**config.mk**
```make
export PLATFORM = sky130hd
export DESIGN_NAME = mem_size_probe
export DESIGN_NICKNAME = d
export VERILOG_FILES = /design/src/rtl/probe_pkg.sv /design/src/rtl/probe_ctrl.sv /design/src/rtl/probe_dp.sv /design/src/rtl/mem_size_probe.sv
export SDC_FILE = /design/constraint.sdc
export NUM_CORES = 1
export LEC_CHECK = 0
export ABC_CLOCK_PERIOD_IN_PS = 6100
export BUFFER_PORTS_ARGS = -buffer_cell sky130_fd_sc_hd__buf_2
export CAP_MARGIN = 0
export CORE_MARGIN = 4
export CORE_UTILIZATION = 40
export CTS_BUF_LIST = sky130_fd_sc_hd__clkbuf_4
export DETAILED_ROUTE_END_ITERATION = 8
export PLACE_DENSITY = 0.65
export SYNTH_ARGS = -nofsm -noshare
export SYNTH_HDL_FRONTEND = slang
export SYNTH_HIERARCHICAL = 1
export SYNTH_SLANG_ARGS = --single-unit
```
**constraint.sdc**
```tcl
create_clock -name clk -period 6.1 [get_ports clk]
set_clock_uncertainty 0.05 [all_clocks]
set_input_delay 0.305 -clock clk [delete_from_list [all_inputs] [get_ports clk]]
set_output_delay 0.305 -clock clk [all_outputs]
set_load 0.02 [all_outputs]
```
**src/rtl/probe_pkg.sv**
```systemverilog
package probe_pkg;

  typedef enum logic [1:0] {
    SEL_W0  = 2'd0,
    SEL_W1  = 2'd1,
    SEL_OFS = 2'd2
  } addrSel_e;

  typedef enum logic [2:0] {
    WD_PAT_A = 3'd0,
    WD_PAT_B = 3'd1,
    WD_NOT_T = 3'd2,
    WD_SAVE0 = 3'd3,
    WD_SAVE1 = 3'd4
  } wdSel_e;

  // strobes from control to datapath
  typedef struct packed {
    logic     req;
    logic     we;
    addrSel_e addrSel;
    wdSel_e   wdSel;
    logic     capSave0;
    logic     capSave1;
    logic     capT;
    logic     capA;
    logic     initOfs;
    logic     stepOfs;
    logic     clrRes;
    logic     setZero;
    logic     setMax;
    logic     setOfs;
  } strobe_t;

  // status from datapath to control
  typedef struct packed {
    logic matchA;
    logic matchB;
    logic wrapHit;
    logic ofsAtMax;
  } status_t;

endpackage

```
**src/rtl/probe_ctrl.sv**
```systemverilog
module probe_ctrl
  import probe_pkg::*;
(
  input  logic    clk,
  input  logic    rstN,
  input  logic    start,
  input  logic    memRvalid,
  input  status_t stat,
  output strobe_t stb,
  output logic    done
);

  typedef enum logic [4:0] {
    S_IDLE, S_RD_S0, S_WT_S0, S_RD_S1, S_WT_S1,
    S_WR_P0, S_WR_P1, S_RD_CK, S_WT_CK, S_LOOP,
    S_RD_T, S_WT_T, S_WR_C, S_RD_A, S_WT_A,
    S_RD_B, S_WT_B, S_WR_R0, S_WR_R1, S_DONE
  } state_e;

  state_e stateQ, stateD;
  logic   phaseQ, phaseD;

  always_ff @(posedge clk) begin
    if (!rstN) begin
      stateQ <= S_IDLE;
      phaseQ <= 1'b0;
    end else begin
      stateQ <= stateD;
      phaseQ <= phaseD;
    end
  end

  always_comb begin
    stb    = '0;
    stateD = stateQ;
    phaseD = phaseQ;
    unique case (stateQ)
      S_IDLE: begin
        if (start) begin
          stb.clrRes = 1'b1;
          phaseD     = 1'b0;
          stateD     = S_RD_S0;
        end
      end
      S_RD_S0: begin
        stb.req = 1'b1; stb.addrSel = SEL_W0;
        stateD  = S_WT_S0;
      end
      S_WT_S0: begin
        if (memRvalid) begin
          stb.capSave0 = 1'b1;
          stateD       = S_RD_S1;
        end
      end
      S_RD_S1: begin
        stb.req = 1'b1; stb.addrSel = SEL_W1;
        stateD  = S_WT_S1;
      end
      S_WT_S1: begin
        if (memRvalid) begin
          stb.capSave1 = 1'b1;
          stateD       = S_WR_P0;
        end
      end
      S_WR_P0: begin
        stb.req = 1'b1; stb.we = 1'b1; stb.addrSel = SEL_W0;
        stb.wdSel = phaseQ ? WD_PAT_B : WD_PAT_A;
        stateD    = S_WR_P1;
      end
      S_WR_P1: begin
        stb.req = 1'b1; stb.we = 1'b1; stb.addrSel = SEL_W1;
        stb.wdSel = phaseQ ? WD_PAT_A : WD_PAT_B;
        stateD    = S_RD_CK;
      end
      S_RD_CK: begin
        stb.req = 1'b1; stb.addrSel = SEL_W0;
        stateD  = S_WT_CK;
      end
      S_WT_CK: begin
        if (memRvalid) begin
          if (!(phaseQ ? stat.matchB : stat.matchA)) begin
            stb.setZero = 1'b1;
            stateD      = S_WR_R0;
          end else if (!phaseQ) begin
            phaseD = 1'b1;
            stateD = S_WR_P0;
          end else begin
            stb.initOfs = 1'b1;
            stateD      = S_LOOP;
          end
        end
      end
      S_LOOP: begin
        if (stat.ofsAtMax) begin
          stb.setMax = 1'b1;
          stateD     = S_WR_R0;
        end else begin
          stateD = S_RD_T;
        end
      end
      S_RD_T: begin
        stb.req = 1'b1; stb.addrSel = SEL_OFS;
        stateD  = S_WT_T;
      end
      S_WT_T: begin
        if (memRvalid) begin
          stb.capT = 1'b1;
          stateD   = S_WR_C;
        end
      end
      S_WR_C: begin
        stb.req = 1'b1; stb.we = 1'b1; stb.addrSel = SEL_W0;
        stb.wdSel = WD_NOT_T;
        stateD    = S_RD_A;
      end
      S_RD_A: begin
        stb.req = 1'b1; stb.addrSel = SEL_W0;
        stateD  = S_WT_A;
      end
      S_WT_A: begin
        if (memRvalid) begin
          stb.capA = 1'b1;
          stateD   = S_RD_B;
        end
      end
      S_RD_B: begin
        stb.req = 1'b1; stb.addrSel = SEL_OFS;
        stateD  = S_WT_B;
      end
      S_WT_B: begin
        if (memRvalid) begin
          if (stat.wrapHit) begin
            stb.setOfs = 1'b1;
            stateD     = S_WR_R0;
          end else begin
            stb.stepOfs = 1'b1;
            stateD      = S_LOOP;
          end
        end
      end
      S_WR_R0: begin
        stb.req = 1'b1; stb.we = 1'b1; stb.addrSel = SEL_W0;
        stb.wdSel = WD_SAVE0;
        stateD    = S_WR_R1;
      end
      S_WR_R1: begin
        stb.req = 1'b1; stb.we = 1'b1; stb.addrSel = SEL_W1;
        stb.wdSel = WD_SAVE1;
        stateD    = S_DONE;
      end
      S_DONE: stateD = S_IDLE;
      default: stateD = S_IDLE;
    endcase
  end

  always_ff @(posedge clk) begin
    if (!rstN) done <= 1'b0;
    else       done <= (stateD == S_DONE);
  end

  AST_DONE_PULSE: assert property (@(posedge clk) disable iff (!rstN)
    done |=> !done);

  AST_START_IDLE_ONLY: assert property (@(posedge clk) disable iff (!rstN)
    (stateQ != S_IDLE) |=> !(stb.clrRes && $past(stb.req)) );

endmodule

```
**src/rtl/probe_dp.sv**
```systemverilog
module probe_dp
  import probe_pkg::*;
#(
  parameter int AW = 32,
  parameter int DW = 32
) (
  input  logic          clk,
  input  logic          rstN,
  input  strobe_t       stb,
  input  logic [AW:0]   maxSize,
  input  logic [DW-1:0] memRdata,
  output status_t       stat,
  output logic          memReq,
  output logic          memWe,
  output logic [AW-1:0] memAddr,
  output logic [DW-1:0] memWdata,
  output logic          present,
  output logic [AW:0]   sizeBytes
);

  localparam int SW         = AW + 1;
  localparam int WORD_BYTES = DW / 8;
  localparam int REPS       = DW / 32;
  localparam logic [DW-1:0] PAT_A = {REPS{32'h5555AAAA}};
  localparam logic [DW-1:0] PAT_B = {REPS{32'hAAAA5555}};

  logic [DW-1:0] save0Q, save1Q, tQ, aQ;
  logic [SW-1:0] ofsQ;

  // captured words
  always_ff @(posedge clk) begin
    if (!rstN) begin
      save0Q <= '0;
      save1Q <= '0;
      tQ     <= '0;
      aQ     <= '0;
    end else begin
      if (stb.capSave0) save0Q <= memRdata;
      if (stb.capSave1) save1Q <= memRdata;
      if (stb.capT)     tQ     <= memRdata;
      if (stb.capA)     aQ     <= memRdata;
    end
  end

  // probe offset
  always_ff @(posedge clk) begin
    if (!rstN)            ofsQ <= '0;
    else if (stb.initOfs) ofsQ <= SW'(WORD_BYTES);
    else if (stb.stepOfs) ofsQ <= ofsQ << 1;
  end

  // results
  always_ff @(posedge clk) begin
    if (!rstN || stb.clrRes || stb.setZero) begin
      present   <= 1'b0;
      sizeBytes <= '0;
    end else if (stb.setMax) begin
      present   <= 1'b1;
      sizeBytes <= maxSize;
    end else if (stb.setOfs) begin
      present   <= 1'b1;
      sizeBytes <= ofsQ;
    end
  end

  // bus outputs
  assign memReq = stb.req;
  assign memWe  = stb.we;

  always_comb begin
    unique case (stb.addrSel)
      SEL_W0:  memAddr = '0;
      SEL_W1:  memAddr = AW'(WORD_BYTES);
      SEL_OFS: memAddr = ofsQ[AW-1:0];
      default: memAddr = '0;
    endcase
  end

  always_comb begin
    unique case (stb.wdSel)
      WD_PAT_A: memWdata = PAT_A;
      WD_PAT_B: memWdata = PAT_B;
      WD_NOT_T: memWdata = ~tQ;
      WD_SAVE0: memWdata = save0Q;
      WD_SAVE1: memWdata = save1Q;
      default:  memWdata = '0;
    endcase
  end

  // status
  assign stat.matchA   = (memRdata == PAT_A);
  assign stat.matchB   = (memRdata == PAT_B);
  assign stat.wrapHit  = (memRdata == aQ);
  assign stat.ofsAtMax = (ofsQ >= maxSize);

  AST_ABSENT_ZERO: assert property (@(posedge clk) disable iff (!rstN)
    !present |-> (sizeBytes == '0));

  AST_SIZE_POW2: assert property (@(posedge clk) disable iff (!rstN)
    present |-> ($countones(sizeBytes) == 1));

  AST_SIZE_FROM_OFS: assert property (@(posedge clk) disable iff (!rstN)
    stb.setOfs |=> (sizeBytes == $past(ofsQ)));

endmodule

```
**src/rtl/mem_size_probe.sv**
```systemverilog
module mem_size_probe
  import probe_pkg::*;
#(
  parameter int AW = 32,
  parameter int DW = 32
) (
  input  logic          clk,
  input  logic          rstN,
  input  logic          start,
  input  logic [AW:0]   maxSize,
  output logic          memReq,
  output logic          memWe,
  output logic [AW-1:0] memAddr,
  output logic [DW-1:0] memWdata,
  input  logic [DW-1:0] memRdata,
  input  logic          memRvalid,
  output logic          done,
  output logic          present,
  output logic [AW:0]   sizeBytes
);

  localparam int WORD_BYTES = DW / 8;

  strobe_t stb;
  status_t stat;

  probe_ctrl u_ctrl (
    .clk       (clk),
    .rstN      (rstN),
    .start     (start),
    .memRvalid (memRvalid),
    .stat      (stat),
    .stb       (stb),
    .done      (done)
  );

  probe_dp #(.AW(AW), .DW(DW)) u_dp (
    .clk       (clk),
    .rstN      (rstN),
    .stb       (stb),
    .maxSize   (maxSize),
    .memRdata  (memRdata),
    .stat      (stat),
    .memReq    (memReq),
    .memWe     (memWe),
    .memAddr   (memAddr),
    .memWdata  (memWdata),
    .present   (present),
    .sizeBytes (sizeBytes)
  );

  // outstanding-read tracker for the bus assertions
  logic readPend;
  always_ff @(posedge clk) begin
    if (!rstN)                 readPend <= 1'b0;
    else if (memReq && !memWe) readPend <= 1'b1;
    else if (memRvalid)        readPend <= 1'b0;
  end

  AST_ONE_AT_A_TIME: assert property (@(posedge clk) disable iff (!rstN)
    memReq |-> !readPend);

  AST_WRITE_LOW_ONLY: assert property (@(posedge clk) disable iff (!rstN)
    (memReq && memWe) |-> (memAddr == '0 || memAddr == AW'(WORD_BYTES)));

  AST_RESTORE_ORDER: assert property (@(posedge clk) disable iff (!rstN)
    $rose(done) |-> ($past(memReq && memWe && memAddr == AW'(WORD_BYTES))
                 && $past(memReq && memWe && memAddr == '0, 2)));

  AST_IDLE_AT_RESET: assert property (@(posedge clk)
    $rose(rstN) |-> (!done && !memReq && !present));

endmodule

```
==> PnR_summary.wiki, run 1 <==
{| class="wikitable"
! Metric !! Value
|-
| Worst Hold Path Cells || 3
|-
| Layer with the highest usage || met2
|-
| Post-synthesis async set-or-reset flop share || 0%
|-
| Routed len/inst || between 15 and 20 µm
|-
| Boundary Pins || 170
|-
| Capturing point of the worst reg2reg path || u_dp/sizeBytes[1]
|-
| Maximum number of pins on one net before global-route repair || between 100 and 150
|-
| Ratio of total power to cell area || 190 nW/µm²
|-
| Combinational Power Share || a little under a tenth
|-
| IR Drop Worst-Case VDD || between 0.1 and 0.15 mV
|-
| Maximum fanout along the worst path || 18
|-
| Worst path max stage delay || roughly 0.73 ns
|-
| Instance area after placement || between 10000 and 15000 µm²
|-
| Number of buffers inserted by port buffering || ~170
|-
| Sum of net half-perimeters after detailed placement || about 19000 µm
|-
| Final number of max-transition violations || 0
|-
| Unrepaired setup endpoints after global routing || no
|-
| Arrival @ worst endpoint || between 4 and 5 ns
|-
| Mean number of vias per cell || 5.31
|-
| Sequential cell fraction of total power || a little under three fifths
|-
| Routability-driven placement congestion ratio || between 0.8 and 0.9
|-
| Antenna violations before repair || 2
|-
| Wire length of the first global-routing pass || around 48000 µm
|-
| Worst hold path class || primary input to flip-flop
|-
| Minimum period implied by the final worst setup slack || about 4.6 ns
|-
| Worst setup path category || flip-flop to output pin
|-
| Average size of a mapped cell || 9.03 µm²
|-
| Post-synth top area share || 37.8%
|-
| Number of design-rule violations left by the first detailed-router iteration || around 700
|-
| Number of buffers and inverters on the critical path || 2
|-
| DIE AREA || ~29000 µm²
|-
| DRT antenna net count || 0
|-
| Net count, final || ~1400
|-
| Worst setup EP type || output pin
|-
| Via count of the first global-routing pass || 8996
|-
| Standard-cell rows || between 50 and 60
|-
| Largest delay share family, worst path || simple AND/OR/NAND/NOR gates
|-
| Switching power summed over all nets || around 700 µW
|-
| Area growth from synthesis to layout || 18.0%
|-
| Master cell of the clock root buffer || sky130_fd_sc_hd__clkbuf_4
|-
| Max-capacitance violation count || 0
|-
| Most used cells in the layout excluding fill and tap cells || 200 x sky130_fd_sc_hd__dfxtp_1, 171 x sky130_fd_sc_hd__nor2b_1, 167 x sky130_fd_sc_hd__buf_2
|-
| Combinational family with the most area after synthesis || simple AND/OR/NAND/NOR gates
|-
| Critical-path cell with the highest stage delay || sky130_fd_sc_hd__dfxtp_1
|-
| Complex-gate fraction of the synthesized area || 13.4%
|-
| Synthesized-area fraction occupied by xor and xnor cells || 2.98%
|-
| Part of the Yosys area used for sequential elements || a little under two fifths
|-
| Global Route met1 Usage || a little over a quarter
|-
| Adder-Cell Fraction of Synth Area || 3.90%
|-
| Internal Dissipation || around 1700 µW
|-
| Total number of vias || about 9000
|-
| Crit path depth || 8
|-
| Flop and latch count out of synthesis || 200
|-
| Critical-path cell list || inv_1 -> o32a_1 -> nor2_2 -> nand2b_1 -> nor2_1 -> a21oi_1 -> o22ai_1 -> buf_2
|-
| Ys Warns || 6
|-
| CP startpoint || u_ctrl/stateQ[4]
|-
| Buffers inserted during post-CTS setup optimization || 0
|-
| Leading cell type in the layout, fill and taps excluded || sky130_fd_sc_hd__dfxtp_1
|-
| Cells after Synth || 1172
|-
| Post-synth EDFFs || 0
|-
| Drt pass-1 iters || 5
|-
| Floorplan die height || between 150 and 200 µm
|-
| Final Hold Violating Endpoints || 0
|-
| Synth area leaders || sky130_fd_sc_hd__dfxtp_1 38%, sky130_fd_sc_hd__mux2i_1 15%, sky130_fd_sc_hd__nor2b_1 10%
|-
| Data required, critical path || 5.74 ns
|-
| Share of the core filled with cells || 47.9%
|-
| Clock transition time at the flip-flop clock pins of the worst setup and hold paths || 0.19 ns
|-
| DRC Markers || 0
|-
| Worst hold start || memRdata[29]
|-
| Overall die width || 171 µm
|-
| Fmax || about 0.22 GHz
|-
| TritonCTS clock tree || built
|-
| Filler cell count in the final layout || between 2000 and 3000
|-
| Met2 usage || between 30% and 40%
|-
| Crit path launch type || flip-flop
|-
| Distinct cells, synth || 60
|-
| Number of CTS-inserted buffers || 17
|-
| Maximum buffer depth of the clock tree || 2
|-
| Leakage power total || between 0.004 and 0.005 µW
|-
| Worst flop-to-flop path startpoint || u_dp/ofsQ[25]
|-
| Setup Viol. Count Final || 0
|-
| Global-route track usage on met3 || roughly 4.5%
|-
| Mux cell area share after synthesis || between 10% and 20%
|-
| Floorplan Core Area || roughly 26000 µm²
|-
| Final standard cell count with taps included and fillers excluded || ~1700
|-
| Post-route cell area || about 12000 µm²
|-
| R2r worst-path depth || 11
|-
| End point of the critical path || memWdata[19]
|-
| Accumulated negative setup slack || 0 ns
|-
| Global-route usage over all layers || between 20% and 30%
|-
| Cell Count Post-Placement || ~1600
|-
| Switching share of total power || between 20% and 30%
|-
| Final WL || roughly 30000 µm
|-
| H-tree levels || 4
|-
| Clock latency at the later pin of the worst-skew pair || 0.62 ns
|-
| Worst reg2reg setup slack || about 2.9 ns
|-
| Sinks on Clock Net || 200
|-
| Dominant cell type by area after synthesis || sky130_fd_sc_hd__dfxtp_1
|-
| Simple-gate share of the synthesized area || roughly a fifth
|-
| Main flop type after synthesis || sky130_fd_sc_hd__dfxtp_1
|-
| Final total power || ~2400 µW
|-
| Post-route clock period utilization || 75.1%
|-
| Clock power frac || 34.3%
|-
| Slew Limit Headroom || a little over a fifth
|-
| GRT Residual Overflow || 0
|-
| Actual transition at the worst max-transition pin || between 1 and 1.5 ns
|-
| Effective utilization at floorplan || approximately two fifths
|-
| Post-synthesis cell area || 10600 µm²
|-
| Run status || finished clean
|-
| Layout cells sized above 1 || between 10% and 20%
|}
logic make-up after synthesis:
kind of cell / count (synthesis)
simple gates: 380
compound gates: 225
flops: 200
mux: 160
buf+inv: 137
xor+xnor: 36
fa+ha+maj: 33
other cells: 1
layer usage:
layer  share of wire [%]  wire length [µm]
met1                  46             13500
met2                  47             13800
met3                 5.8              1730
met4                 1.8               524
met5                   0                 0
registers in the layout (all words and copies together), names as in the netlist:
name and flops:
u_ctrl/done 1, u_dp/tQ 32, u_dp/ofsQ 31, u_dp/save0Q 32, u_dp/present 1, u_ctrl/stateQ 5, u_dp/save1Q 32, u_dp/sizeBytes 33
u_ctrl/phaseQ 1, u_dp/aQ 32
repair_timing:
action | CTS | global route
hold buffers | 62 | 0
gates resized for setup | 0 | 0
endpoints found under the hold margin | 119 | 0
endpoints found under the setup margin | 0 | 0
stage by stage:
step | setup WS, ns | hold WS, ns
after floorplan | 3.50 | 0.400
after global placement | 2.28 | 0.417
after detailed placement | 2.25 | 0.424
after CTS | 1.51 | 0.0000415
after global routing | 1.16 | 0.00571
final | 1.52 | 0.0419
worst register-to-register path: stages, from the launching register on:
cell,delay (ns)
sky130_fd_sc_hd__dfxtp_1,0.40
sky130_fd_sc_hd__ha_1,0.32
sky130_fd_sc_hd__nand4_1,0.12
sky130_fd_sc_hd__nor4_1,0.39
sky130_fd_sc_hd__nand2_1,0.10
sky130_fd_sc_hd__o211ai_1,0.52
sky130_fd_sc_hd__nand3_1,0.17
sky130_fd_sc_hd__nor3_2,0.14
sky130_fd_sc_hd__buf_4,0.57
sky130_fd_sc_hd__nor3b_1,0.15
sky130_fd_sc_hd__a21oi_1,0.16
sky130_fd_sc_hd__nor2_1,0.06
worst min-delay path by stage:
stage	to	slack, ns
after floorplan	u_dp/sizeBytes[0]	0.40
after global placement	u_dp/present	0.42
after detailed placement	u_dp/present	0.42
after CTS	u_dp/save1Q[29]	0.00004
after global routing	u_dp/aQ[19]	0.006
final	u_dp/save1Q[29]	0.04
final cells by class:
type                            instances  area [µm²]  area share (%)
Antenna cell                            2        5.00          0.0401
Clock buffer                           17         128            1.02
Clock inverter                         15         230            1.84
Inverter                               40         150            1.20
Multi-Input combinational cell        836        5990            48.0
Sequential cell                       200        4000            32.1
Tap cell                              335         419            3.36
Timing Repair Buffer                  242        1550            12.4
synthesized netlist by cell type, types with 2 or more instances:
library cell and number:
sky130_fd_sc_hd__nor2_1 68, sky130_fd_sc_hd__o22ai_1 16, sky130_fd_sc_hd__nor3_2 2, sky130_fd_sc_hd__inv_1 40
sky130_fd_sc_hd__a31oi_1 2, sky130_fd_sc_hd__ha_1 33, sky130_fd_sc_hd__o31ai_1 2, sky130_fd_sc_hd__buf_6 3
sky130_fd_sc_hd__mux2i_1 159, sky130_fd_sc_hd__or2_2 2, sky130_fd_sc_hd__nand3_1 3, sky130_fd_sc_hd__a31o_2 2
sky130_fd_sc_hd__xor2_1 35, sky130_fd_sc_hd__nand2_1 36, sky130_fd_sc_hd__and2_1 30, sky130_fd_sc_hd__buf_2 34
sky130_fd_sc_hd__a211oi_1 65, sky130_fd_sc_hd__o21a_1 4, sky130_fd_sc_hd__nor3_1 15, sky130_fd_sc_hd__nor4bb_1 14
sky130_fd_sc_hd__nand2b_1 3, sky130_fd_sc_hd__nor3b_1 5, sky130_fd_sc_hd__and3_1 2, sky130_fd_sc_hd__a211oi_2 3
sky130_fd_sc_hd__dfxtp_1 200, sky130_fd_sc_hd__buf_4 13, sky130_fd_sc_hd__nor2b_1 172, sky130_fd_sc_hd__a21oi_1 83
sky130_fd_sc_hd__a211o_1 2, sky130_fd_sc_hd__nand4_1 9, sky130_fd_sc_hd__nor4_1 11, sky130_fd_sc_hd__o21ai_0 32
sky130_fd_sc_hd__clkbuf_1 43, sky130_fd_sc_hd__clkbuf_2 3
power by group through the flow:
stage	Sequential (µW)	Combinational (µW)	Clock [µW]
2_1_floorplan	1350	128	0
3_3_place_gp	1360	189	0
3_5_place_dp	1360	190	0
4_1_cts	1330	222	836
5_1_grt	1340	244	884
6_report	1330	223	812
(Power assumes the default switching activity.)
==> run 2, diff against run 1 <==
Settings changed: ABC_CLOCK_PERIOD_IN_PS 6100 to 3700, PLACE_DENSITY 0.65 to 0.67.
Clock period 6.1 ns to 3.7 ns, I/O delays scaled along.
==> run 2 against run 1 <==
  * Final cell count up 0.89%
  * Worst setup slack got worse by 1.2 ns
  * Final area grew 0.71%
  * Combinational power rose by 72%
  * Power rose by 60%
  * Via count rose by 0.54%
  * Die area unchanged
  * Clock power is 50% higher
  * Global-route usage fell by 0.70 points
  * Non-clock buffer count rose by 16
  * First-iteration DRC count decreased by 1.5%
==> PnR_summary.wiki, run 2 (same netlist as run 1, synthesis figures left out) <==
{| class="wikitable"
! Metric !! Value
|-
| Final total power || ~3800 µW
|-
| Buffers inserted during post-CTS setup optimization || 0
|-
| Leakage power total || between 0.004 and 0.005 µW
|-
| Switching power summed over all nets || ~1100 µW
|-
| CP startpoint || u_ctrl/stateQ[4]
|-
| Layout cells sized above 1 || 18.2%
|-
| Wire length of the first global-routing pass || 46500 µm
|-
| Run status || finished clean
|-
| Mean number of vias per cell || roughly 5.3
|-
| Area growth from synthesis to layout || 18.8%
|-
| Effective utilization at floorplan || between 40% and 50%
|-
| Total number of vias || 9002
|-
| Master cell of the clock root buffer || sky130_fd_sc_hd__clkbuf_4
|-
| Worst setup path category || flip-flop to output pin
|-
| Routability-driven placement congestion ratio || 0.882
|-
| Clock latency at the later pin of the worst-skew pair || about 0.61 ns
|-
| Net count, final || approximately 1500
|-
| Sinks on Clock Net || 200
|-
| GRT Residual Overflow || 0
|-
| Standard-cell rows || a little under 60
|-
| Floorplan die height || 171 µm
|-
| Number of CTS-inserted buffers || 17
|-
| TritonCTS clock tree || built
|-
| Minimum period implied by the final worst setup slack || 3.37 ns
|-
| Floorplan Core Area || ~26000 µm²
|-
| Switching share of total power || 29.4%
|-
| Routed len/inst || 16.9 µm
|-
| Worst flop-to-flop path startpoint || u_dp/ofsQ[23]
|-
| DIE AREA || between 20000 and 30000 µm²
|-
| Post-route clock period utilization || ~90%
|-
| Cell Count Post-Placement || about 1600
|-
| Boundary Pins || 170
|-
| Slew Limit Headroom || between 40% and 50%
|-
| IR Drop Worst-Case VDD || 0.223 mV
|-
| Maximum fanout along the worst path || 34
|-
| Maximum buffer depth of the clock tree || 2
|-
| Final WL || a little under 30000 µm
|-
| Top reg by flops || u_dp/sizeBytes
|-
| Arrival @ worst endpoint || about 3.1 ns
|-
| Drt pass-1 iters || 6
|-
| Internal Dissipation || around 2700 µW
|-
| Worst setup EP type || output pin
|-
| Final Hold Violating Endpoints || 0
|-
| Sum of net half-perimeters after detailed placement || 18700 µm
|-
| Crit path launch type || flip-flop
|-
| Ratio of total power to cell area || just over 300 nW/µm²
|-
| Number of buffers inserted by port buffering || 167
|-
| DRC Markers || 0
|-
| DRT antenna net count || 0
|-
| Clock transition time at the flip-flop clock pins of the worst setup and hold paths || 0.18 ns
|-
| Setup Viol. Count Final || 0
|-
| Number of flip-flops under the largest register name || 33
|-
| Final standard cell count with taps included and fillers excluded || around 1700
|-
| Worst hold path class || primary input to flip-flop
|-
| Leading cell type in the layout, fill and taps excluded || sky130_fd_sc_hd__dfxtp_1
|-
| Combinational Power Share || 10.1%
|-
| Most used cells in the layout excluding fill and tap cells || 199 x sky130_fd_sc_hd__dfxtp_1, 172 x sky130_fd_sc_hd__nor2b_1, 167 x sky130_fd_sc_hd__buf_2
|-
| Fmax || 0.297 GHz
|-
| Clock power frac || 32.1%
|-
| Maximum number of pins on one net before global-route repair || 83
|-
| Accumulated negative setup slack || 0 ns
|-
| Unrepaired setup endpoints after global routing || no
|-
| H-tree levels || 4
|-
| Number of design-rule violations left by the first detailed-router iteration || 704
|-
| Data required, critical path || 3.46 ns
|-
| Final number of max-transition violations || 0
|-
| Antenna violations before repair || 2
|-
| Max-capacitance violation count || 0
|-
| Overall die width || between 150 and 200 µm
|-
| Sequential cell fraction of total power || between 50% and 60%
|-
| Actual transition at the worst max-transition pin || roughly 0.77 ns
|-
| Global-route usage over all layers || around a fifth
|-
| Via count of the first global-routing pass || 8829
|-
| Worst hold start || memRvalid
|}
## run 2: through the flow
step / utilization, % / hold WS [ns] / area, µm² / setup slack [ns]
detailed placement: 44.5 / 0.397 / 11600 / 0.867
global placement: 44.5 / 0.383 / 11600 / 0.895
CTS: 48.2 / 0.0527 / 12600 / 0.232
global route: 48.2 / 0.120 / 12600 / 0.123
finish: 48.2 / 0.0988 / 12600 / 0.329
floorplan: - / 0.280 / 10600 / 1.12
## run 2: final timing paths
kind	depth (start not counted)	slack, ns	endpoint
min	4	0.1	u_ctrl/stateQ[3]
max	9	0.33	memWdata[4]
min reg2reg	2	0.47	u_dp/present
max reg2reg	12	0.83	u_dp/sizeBytes[0]
## run 2: what timing repair did
| action | 4_1_cts | 5_1_grt |
|---|---|---|
| endpoints found under the hold margin | 162 | 0 |
| setup endpoints to repair | 0 | 9 |
| hold buffers | 66 | 0 |
| resized for setup | 0 | 1 |
## run 2: cell type report
class | instances | area (µm²)
Timing Repair Buffer | 258 | 1700
Tap cell | 335 | 419
Fill cell | 2465 | 13500
Inverter | 40 | 150
Clock inverter | 14 | 173
Sequential cell | 200 | 4010
Clock buffer | 18 | 135
Multi-Input combinational cell | 836 | 5990
Antenna cell | 1 | 2.50
## run 2: routing by layer
| layer | vias to the layer above | global-route usage [%] | part of all wire, % |
|---|---|---|---|
| li1 | 4430 | - | - |
| met1 | 4268 | 26.0 | 45 |
| met2 | 273 | 32.3 | 47 |
| met3 | 29 | 4.14 | 6.2 |
| met4 | 2 | 5.28 | 1.4 |
| met5 | - | 0 | 0.045 |
## run 2: power by group through the flow
stage	Sequential [µW]	Combinational, µW	Clock, µW
4_1_cts	2190	380	1250
5_1_grt	2200	416	1340
2_1_floorplan	2230	210	0
3_5_place_dp	2240	324	0
6_report	2190	383	1220
3_3_place_gp	2240	320	0
## run 2: worst max-delay path, stage by stage, from the launching register on
cell and delay (ns):
sky130_fd_sc_hd__dfxtp_1 0.47, sky130_fd_sc_hd__buf_4 0.23, sky130_fd_sc_hd__or4b_4 0.52, sky130_fd_sc_hd__nor2_2 0.12, sky130_fd_sc_hd__buf_4 0.42, sky130_fd_sc_hd__nor2b_1 0.09
sky130_fd_sc_hd__buf_4 0.22, sky130_fd_sc_hd__a21oi_1 0.16, sky130_fd_sc_hd__o22ai_1 0.11, sky130_fd_sc_hd__buf_2 0.18
==> run 3, diff against run 2 <==
==> constraint.sdc (replaced) <==
create_clock -name clk -period 3.7 [get_ports clk]
set_clock_uncertainty 0.05 [all_clocks]
set_input_delay 0.37 -clock clk [delete_from_list [all_inputs] [get_ports clk]]
set_output_delay 0.37 -clock clk [all_outputs]
set_load 0.02 [all_outputs]
==> run 3 against run 2 <==
  * Final area down 2.3%
  * Sequential power about the same
  * Largest power group unchanged
  * Worst setup slack worse by 0.032 ns
  * Die area unchanged
  * Power down 1.4%
  * Critical path depth unchanged
  * Critical path type unchanged
==> PnR_summary.wiki, run 3 (same netlist as run 1, synthesis figures left out) <==
{| class="wikitable"
! Metric !! Value
|-
| Worst setup EP type || output pin
|-
| Routability-driven placement congestion ratio || between 0.8 and 0.9
|-
| Final Hold Violating Endpoints || 0
|-
| Ratio of total power to cell area || ~300 nW/µm²
|-
| Floorplan die height || 171 µm
|-
| Boundary Pins || between 150 and 200
|-
| IR Drop Worst-Case VDD || between 0.2 and 0.25 mV
|-
| Sinks on Clock Net || 200
|-
| Number of design-rule violations left by the first detailed-router iteration || between 500 and 600
|-
| Effective utilization at floorplan || between 40% and 50%
|-
| Top layer used by detailed routing || met4
|-
| Floorplan Core Area || 26100 µm²
|-
| Data required, critical path || 3.28 ns
|-
| Maximum fanout along the worst path || 18
|-
| Leakage power total || between 0.004 and 0.005 µW
|-
| Met2 routed WL || about 13000 µm
|-
| Number of flip-flops under the largest register name || 33
|-
| Global-route usage over all layers || between 10% and 20%
|-
| Final WL || between 20000 and 30000 µm
|-
| Actual transition at the worst max-transition pin || just under 0.9 ns
|-
| Number of CTS-inserted buffers || 17
|-
| Routed metal-1 wirelength || 13200 µm
|-
| Mean number of vias per cell || between 5 and 6
|-
| Drt pass-1 iters || 5
|-
| Instance area after placement || 11600 µm²
|-
| Top reg by flops || u_dp/sizeBytes
|-
| Crit path launch type || flip-flop
|-
| Master cell of the clock root buffer || sky130_fd_sc_hd__clkbuf_4
|-
| Worst setup path category || flip-flop to output pin
|-
| Post-route cell area || 12300 µm²
|-
| Max-capacitance violation count || 0
|-
| Sum of net half-perimeters after detailed placement || about 19000 µm
|-
| TritonCTS clock tree || built
|-
| Via count of the first global-routing pass || approximately 8500
|-
| Antenna violations before repair || 3
|-
| Leading cell type in the layout, fill and taps excluded || sky130_fd_sc_hd__dfxtp_1
|-
| Clock transition time at the flip-flop clock pins of the worst setup and hold paths || approximately 0.21 ns
|-
| Final number of max-transition violations || 0
|-
| Standard-cell rows || 59
|-
| DRC Markers || 0
|-
| H-tree levels || 4
|-
| Routed len/inst || ~17 µm
|-
| Worst hold path class || primary input to flip-flop
|-
| Layout cells sized above 1 || roughly a fifth
|-
| Most used cells in the layout excluding fill and tap cells || 198 x sky130_fd_sc_hd__dfxtp_1, 172 x sky130_fd_sc_hd__nor2b_1, 167 x sky130_fd_sc_hd__buf_2
|-
| Net count, final || around 1400
|-
| Maximum buffer depth of the clock tree || 2
|-
| Area growth from synthesis to layout || 16.1%
|-
| Unrepaired setup endpoints after global routing || no
|-
| DIE AREA || slightly below 30000 µm²
|-
| Fmax || around 0.29 GHz
|-
| Arrival @ worst endpoint || just under 3 ns
|-
| Overall die width || 171 µm
|-
| Maximum number of pins on one net before global-route repair || 76
|-
| Slew Limit Headroom || 41.6%
|-
| Clock latency at the later pin of the worst-skew pair || slightly below 0.6 ns
|-
| Wire length of the first global-routing pass || 45700 µm
|-
| Met3 Routed Length || roughly 1400 µm
|-
| Post-route clock period utilization || between 90% and 100%
|-
| Run status || finished clean
|-
| Number of buffers inserted by port buffering || between 150 and 200
|-
| GRT Residual Overflow || 0
|-
| Setup Viol. Count Final || 0
|-
| DRT antenna net count || 0
|-
| Minimum period implied by the final worst setup slack || ~3.4 ns
|-
| Total number of vias || ~8700
|-
| Accumulated negative setup slack || 0 ns
|}
-- run 3: changes by cell type in the layout (fill, tap and decap cells not counted), sizes merged --
cell and delta:
clkbuf -1, diode +2, dlygate4sd3 -33, inv -2
buf +3, clkinv +3
-- run 3: stage by stage --
| step | power (µW) | hold slack [ns] | utilization [%] | setup slack, ns | std cells |
|---|---|---|---|---|---|
| 4_1_cts | 3780 | 0.0305 | 47.1 | 0.178 | 1671 |
| 3_3_place_gp | 2560 | 0.424 | 44.6 | 0.775 | 1606 |
| 3_5_place_dp | 2560 | 0.418 | 44.6 | 0.728 | 1606 |
| 5_1_grt | 3900 | 0.0348 | 47.1 | 0.0294 | 1674 |
| 2_1_floorplan | 2440 | 0.432 | - | 1.04 | 1173 |
| 6_report | 3740 | 0.0842 | 47.1 | 0.296 | 1674 |
-- run 3: final timing paths --
check                        start                 to  slack, ns  cells after the start
hold reg to reg       u_dp/present       u_dp/present       0.46                      2
setup reg to reg     u_dp/ofsQ[23]  u_dp/sizeBytes[9]       0.84                     11
setup / recovery  u_ctrl/stateQ[4]        memWdata[1]       0.30                      9
hold / removal        memRdata[16]    u_dp/save0Q[16]       0.08                      3
-- run 3: worst max-delay path: stages, from the launching register on --
cell and delay (ns):
sky130_fd_sc_hd__dfxtp_2 0.42, sky130_fd_sc_hd__buf_4 0.20, sky130_fd_sc_hd__or4b_4 0.52, sky130_fd_sc_hd__nor2_2 0.16
sky130_fd_sc_hd__buf_4 0.27, sky130_fd_sc_hd__buf_4 0.30, sky130_fd_sc_hd__a21oi_1 0.07, sky130_fd_sc_hd__a21oi_1 0.11
sky130_fd_sc_hd__o21ai_0 0.15, sky130_fd_sc_hd__buf_2 0.21
-- run 3: what timing repair did --
| action | CTS | global route |
|---|---|---|
| endpoints found under the hold margin | 33 | 0 |
| buffers inserted | 0 | 0 |
| hold buffers | 33 | 0 |
| resized for setup | 0 | 3 |
| setup endpoints to repair | 0 | 8 |
-- run 3: final cells by class --
class | count | area [µm²]
Antenna cell | 3 | 7.51
Multi-Input combinational cell | 836 | 5990
Inverter | 40 | 150
Fill cell | 2493 | 13800
Clock inverter | 15 | 176
Sequential cell | 200 | 4010
Tap cell | 335 | 419
Timing Repair Buffer | 228 | 1400
Clock buffer | 17 | 128
-- run 3: where the power goes --
part           leakage (µW)  internal [µW]  switching (µW)  total, µW
Clock              0.000160            317             876       1190
Combinational       0.00294            151             207        358
Sequential          0.00161           2170            12.8       2190
-- run 3: per-layer routing --
layer | up-vias | GRT usage (%)
met2 | 195 | 31.6
met1 | 4128 | 26.0
met4 | 0 | 6.01
li1 | 4371 | -
met3 | 39 | 3.49
met5 | - | 0
